<file path="config.mk">
export PLATFORM = sky130hd
export DESIGN_NAME = int_vec_ctrl
export DESIGN_NICKNAME = d
export VERILOG_FILES = /design/src/rtl/int_vec_ctrl.sv
export SDC_FILE = /design/constraint.sdc
export NUM_CORES = 1
export LEC_CHECK = 0
export ABC_AREA = 1
export BUFFER_PORTS_ARGS = -buffer_cell sky130_fd_sc_hd__buf_2
export CAP_MARGIN = 20
export CORE_MARGIN = 2
export CORE_UTILIZATION = 51
export CTS_CLUSTER_DIAMETER = 150
export CTS_CLUSTER_SIZE = 28
export DETAILED_ROUTE_END_ITERATION = 6
export GPL_TIMING_DRIVEN = 0
export PLACE_DENSITY = 0.95
export SETUP_SLACK_MARGIN = 0.15
export SLEW_MARGIN = 40
export SYNTH_ARGS = -nofsm -noshare
export SYNTH_HDL_FRONTEND = slang
export SYNTH_SLANG_ARGS = --single-unit
</file>
<file path="constraint.sdc">
create_clock -name clk -period 3.43 [get_ports clk]
set_input_delay 0.686 -clock clk [delete_from_list [all_inputs] [get_ports clk]]
set_output_delay 0.686 -clock clk [all_outputs]
set_load 0.005 [all_outputs]
</file>
<file path="src/rtl/int_vec_ctrl.sv">
module int_vec_ctrl #(
  parameter int N_SRC = 56
) (
  input  logic             clk,
  input  logic             rst_n,
  input  logic             base_we,
  input  logic [7:0]       base_din,
  input  logic             i_mask,
  input  logic             x_mask,
  input  logic             stop_mode,
  input  logic             ack,
  input  logic             xreq,
  input  logic             irq_req,
  input  logic [N_SRC-1:0] src_req,
  output logic             int_req,
  output logic [15:0]      vec_addr,
  output logic             wake
);
  localparam logic [7:0] X_LOW   = 8'hF4;
  localparam logic [7:0] IRQ_LOW = 8'hF2;
  localparam int         SRC_TOP = 'hF0;
  localparam logic [7:0] SPUR    = 8'h80;

  logic [7:0] base_q;
  logic [7:0] pick;
  logic       x_live, i_any;

  assign x_live  = xreq & ~x_mask;
  assign i_any   = irq_req | (|src_req);
  assign int_req = x_live | (~i_mask & i_any);
  assign wake    = stop_mode & (xreq | (~i_mask & i_any));

  always_comb begin
    pick = SPUR;
    if (!i_mask) begin
      for (int k = N_SRC - 1; k >= 0; k--)
        if (src_req[k]) pick = 8'(SRC_TOP - 2 * k);
      if (irq_req) pick = IRQ_LOW;
    end
    if (x_live) pick = X_LOW;
  end

  always_ff @(posedge clk or negedge rst_n)
    if (!rst_n) begin
      base_q   <= 8'hFF;
      vec_addr <= {8'hFF, SPUR};
    end else begin
      if (base_we) base_q <= base_din;
      if (ack) vec_addr <= {base_q, pick};
    end
endmodule


</file>
-- Word-level counts from Yosys, hierarchy flattened
Cells that the tools add are included.
- $add $sub $neg: 0
- $mul: 0
- divide/modulo/power cells: 0
- $lt $le $gt $ge: 0
- equal/unequal tests: 0
- shifts and indexed selects: 0
- multiplexer cells: 59
- bitwise gates (word level): 8
- reductions and logical operators: 1
- operators with widths (cell ; number):
    $mux W8 ; 58
    $reduce_or A56 Y1 ; 1
    $and A1 B1 Y1 ; 3
    $or A1 B1 Y1 ; 3
    $mux W2 ; 1
    $not A1 Y1 ; 2
- register bits after elaboration: 24
- bits in latches: 0
- RAM bits: 0
- memory bits (read-only): 0
- output and inout bits: 18
- memories kept: 0

-- Logic depth before layout (Yosys ltp)
- depth in word-level cells: 59
- mapped depth: 59
- gate-level depth less buffers: 59

-- Worst setup path after synthesis
OpenSTA, ideal clock, no wires.
- path kind: input-to-reg
- start: input src_req[54]
- end: register vec_addr[1]
- library setup time: 116 ps
- arrival time: 3114 ps
- data required time: 3314 ps
- setup slack: 200 ps
- cell stages on the path: 59
- buffers on the path: 0
- cells stage by stage: inv_1 nand2_1 nand2_1 nand2_1 nand2_1 nand2_1 nand2_1 nand2_1 nand2_1 nand2_1 nand2_1 nand2_1 nand2_1 nand2_1 nand2_1 nand2_1 nand2_1 nand2_1 [... 23 more ...] nand2_1 nand2_1 nand2_1 nand2_1 nand2_1 nand2_1 nand2_1 nand2_1 nand2_1 nand2_1 nand2_1 nand2_1 nand2_1 nand2_1 nand2_1 nand2_1 nand2_1 nand2_1
- cells in the longest elaborated chain, start to end: 58
- RTL lines (element ; RTL line ; text):
    from (decl) ; 14 ; input logic [N_SRC-1:0] src_req,
    $mux W8 (55 in series) ; 37 ; if (src_req[k]) pick = 8'(SRC_TOP - 2 * k);
    $mux W8 ; 38 ; if (irq_req) pick = IRQ_LOW;
    $mux W8 ; 35 ; if (!i_mask) begin
    $mux W8 ; 40 ; if (x_live) pick = X_LOW;
    to (signal assigned) ; 46 ; vec_addr <= {8'hFF, SPUR};
    to (signal assigned) ; 49 ; if (ack) vec_addr <= {base_q, pick};
    to (decl) ; 16 ; output logic [15:0] vec_addr,
No other way between the ends.
A chain may end at the register's enable or synchronous reset.

-- Final worst setup path
- start: input src_req[55]
- end: register vec_addr[1]
- cells in the longest elaborated chain, start to end: 59
- RTL lines (element ; RTL line):
    $mux W2 ; 37
    $mux W8 (55 in series) ; 37
    $mux W8 ; 38
    $mux W8 ; 35
    $mux W8 ; 40
No other way between the ends.

==> key figures <==
Worst setup path
  – Worst reg2reg path depth: 2
  – Slowest CP cell: buf_6
  – Critical path launch point type: input pin
  – Worst Setup EP: vec_addr[1]$_DFFE_PN0P_
  – Worst Setup SP: src_req[55]
  – Cell mode on critical path: nand2_1
  – R2r startpoint: base_q[2]$_DFFE_PN1P_
  – Reg-to-Reg End: vec_addr[10]$_DFFE_PN1P_
  – Critical path depth in cells: 59
  – Critical Path End Type: flip-flop
  – Req. time, crit path: between 3000 and 4000 ps
  – Worst Path Buf+Inv: 1
  – CP max FO: 2
  – Setup slack, reg-to-reg: approximately 2600 ps
  – Kind of critical path: input pin to flip-flop
  – Crit path max-delay family: simple AND/OR/NAND/NOR gates
  – Worst path max stage delay: ~100 ps
  – Worst path arrival time: about 3600 ps

Detailed routing
  – Final ANT Viol Nets: 0
  – DR vias: 2168
  – Remaining routing DRC violations: 0
  – Drt pass-1 iters: 4
  – Initial DRC count: 63
  – DR WL/cell: roughly 11 um
  – Drt via density: approximately 4.8
  – Final wirelength: 4824 um

Timing
  – Minimum clock period: ~3400 ps
  – Worst hold margin: roughly 350 ps
  – Fin crit share: 0.9946
  – Fmax: 293.1 MHz
  – RSZ-0062 raised after global routing: true
  – Final hold vios: 0
  – Final setup violating endpoints: 0
  – Final Skew: approximately 1.2 ps
  – Max Slew Vio Count: 0

Global route
  – Grt ovf: 0
  – Largest net degree at the start of global routing: 23
  – First-pass GRT wire length: 7935 um
  – Total GRT Usage: 0.2290
  – Initial antenna violation count: 0
  – Vias in the first global route: 2086

Synth
  – Synthesized net count: roughly 380
  – Register area share after synthesis: 0.2890
  – Syn_area_per_cell: approximately 6.4 um^2
  – Warnings, synthesis: 0
  – Most used DFF post-synth: dfstp_2
  – Synthesized instance count: about 300
  – Post-synth top area cell: dfstp_2
  – Yosys reg bits: 22
  – Synth top area cells: dfstp_2 (21%), nand2_1 (20%), bufinv_8 (12%), inv_1 (10%), dfrtp_1 (7.6%)
  – Number of synthesized flops with an enable pin: 0
  – Yosys cell types: 27
  – Yosys top cell area share: 0.2129
  – Post-synthesis cell area: 1974 um^2
  – Asr flop ratio synth: 1.000

Floorplanning
  – Initial Utilization: 0.5353
  – Die span in x: 66.22 um
  – I/O pins: between 90 and 100
  – Row count: 22
  – Die height: ~66 um
  – DIE AREA: around 4400 um^2
  – Core area: between 3000 and 4000 um^2

Clock tree
  – Reg clk slew, reported paths: around 80 ps
  – Postcts setup bufs: 0
  – CTS Buf Count: 3
  – Clk root buf: clkbuf_8
  – Post-CTS Hold Buffers: 0
  – Clk_lat worst skew: about 270 ps
  – Clock tree buffer depth: 2
  – CTS tree: yes
  – H-tree levels: 1
  – Clk sinks: 22

Min path
  – Hold WC Path Type: input pin to asynchronous set/reset pin

Pwr
  – Final Power: a little under 800 uW
  – VDD IR max: about 0.32 mV
  – Cell leakage power: 1.504 nW
  – P per Cell Area: 299.7 nW/um^2

Layout
  – Area grow syn2layout: 30.16%
  – Fin util: 0.6967
  – N_diodes: 0
  – Most common cell after layout, fill and taps aside: nand2_1
  – Commonest cells after routing, fill and taps aside: nand2_1 (103), buf_2 (85), inv_1 (54)
  – Ratio of cells with drive above 1 in the final layout: 0.3267
  – NumNets Final: approximately 480

Status
  – Status: finished, final reports clean

Placed design
  – DP HPWL: 4102 um
  – PortBufs: 88
  – Final GP Congestion: approximately 0.85

Flow run
  – Max-cap violations: 0
## synthesized netlist by cell type (3+ instances only)
cell type	number
nand3_1	11
dfrtp_1	6
bufinv_8	14
nand4_1	6
nand2_1	105
inv_1	55
nor2_1	39
o21ai_0	18
o31ai_1	3
clkbuf_1	3
a21oi_1	4
nor4_1	4
dfstp_2	16
inv_2	3
nor3_1	6
## cell type report
cell class                 count  area [um^2]
clock inverter                 1        30.03
multi-input combinational    209        915.9
fill                         354         1119
clock buffer                   3        41.29
buffer                         5        26.28
inverter                      73        466.7
tap                           48        60.06
sequential                    22        570.5
timing repair buffer          88        459.2
## worst min-delay path by stage
stage / startpoint / end / slack (ps) / cells past startpoint
finish: rst_n / vec_addr[3]$_DFFE_PN0P_ / 350 / 1
floorplan: rst_n / vec_addr[1]$_DFFE_PN0P_ / 390 / 0
global placement: vec_addr[1]$_DFFE_PN0P_ / vec_addr[1]$_DFFE_PN0P_ / 460 / 2
global route: rst_n / vec_addr[2]$_DFFE_PN0P_ / 380 / 1
CTS: rst_n / vec_addr[5]$_DFFE_PN0P_ / 360 / 1
detailed placement: vec_addr[1]$_DFFE_PN0P_ / vec_addr[1]$_DFFE_PN0P_ / 470 / 2
## stage by stage
| stage | setup TNS [ps] | cells | setup slack (ps) | cell area (um^2) |
|---|---|---|---|---|
| after detailed placement | -283.1 | 445 | -283.1 | 2475 |
| after floorplan | 0 | 309 | 199.9 | 1974 |
| after global placement | -169.2 | 445 | -169.2 | 2475 |
| after CTS | 0 | 449 | 24.48 | 2565 |
| after global routing | -550.0 | 449 | -550.0 | 2570 |
| final | 0 | 449 | 18.46 | 2570 |
## sequential cells by signal (all words and copies together), names as in the netlist
name      flops
base_q        8
vec_addr     14
## layer usage
metal	up-vias	GRT usage	part of all wire
met5	-	0	0
met3	13	0.02555	0.060
li1	1126	-	-
met1	953	0.2428	0.40
met2	76	0.4463	0.51
met4	0	0.09949	0.029
## where the power goes
| group | leakage [nW] | internal [mW] | total, mW | switching [mW] |
|---|---|---|---|---|
| combinational | 1.23 | 0.110 | 0.218 | 0.108 |
| sequential | 0.242 | 0.299 | 0.311 | 0.0120 |
| clock | 0.0357 | 0.156 | 0.241 | 0.0846 |
## worst reg2reg max path: stages (launching register included)
cell	delay, ps
dfstp_2	530
inv_1	40
o21ai_0	200
## what timing repair did
action                                  CTS  global route
cloned                                    0             0
endpoints found under the setup margin    1             1
hold endpoints to repair                  0             0
gates resized for setup                   4             2
## cell families (layout without fill, tap and decap cells)
kind of cell | count (synthesis) | count (layout) | synth area share
flip-flops | 22 | 22 | 0.2890
buffers and inverters | 78 | 170 | 0.2497
AND/OR/NAND/NOR | 172 | 172 | 0.3523
other | 2 | 2 | 0.003804
AO/OA/AOI/OAI | 35 | 35 | 0.1052
(Power assumes the default switching activity.)
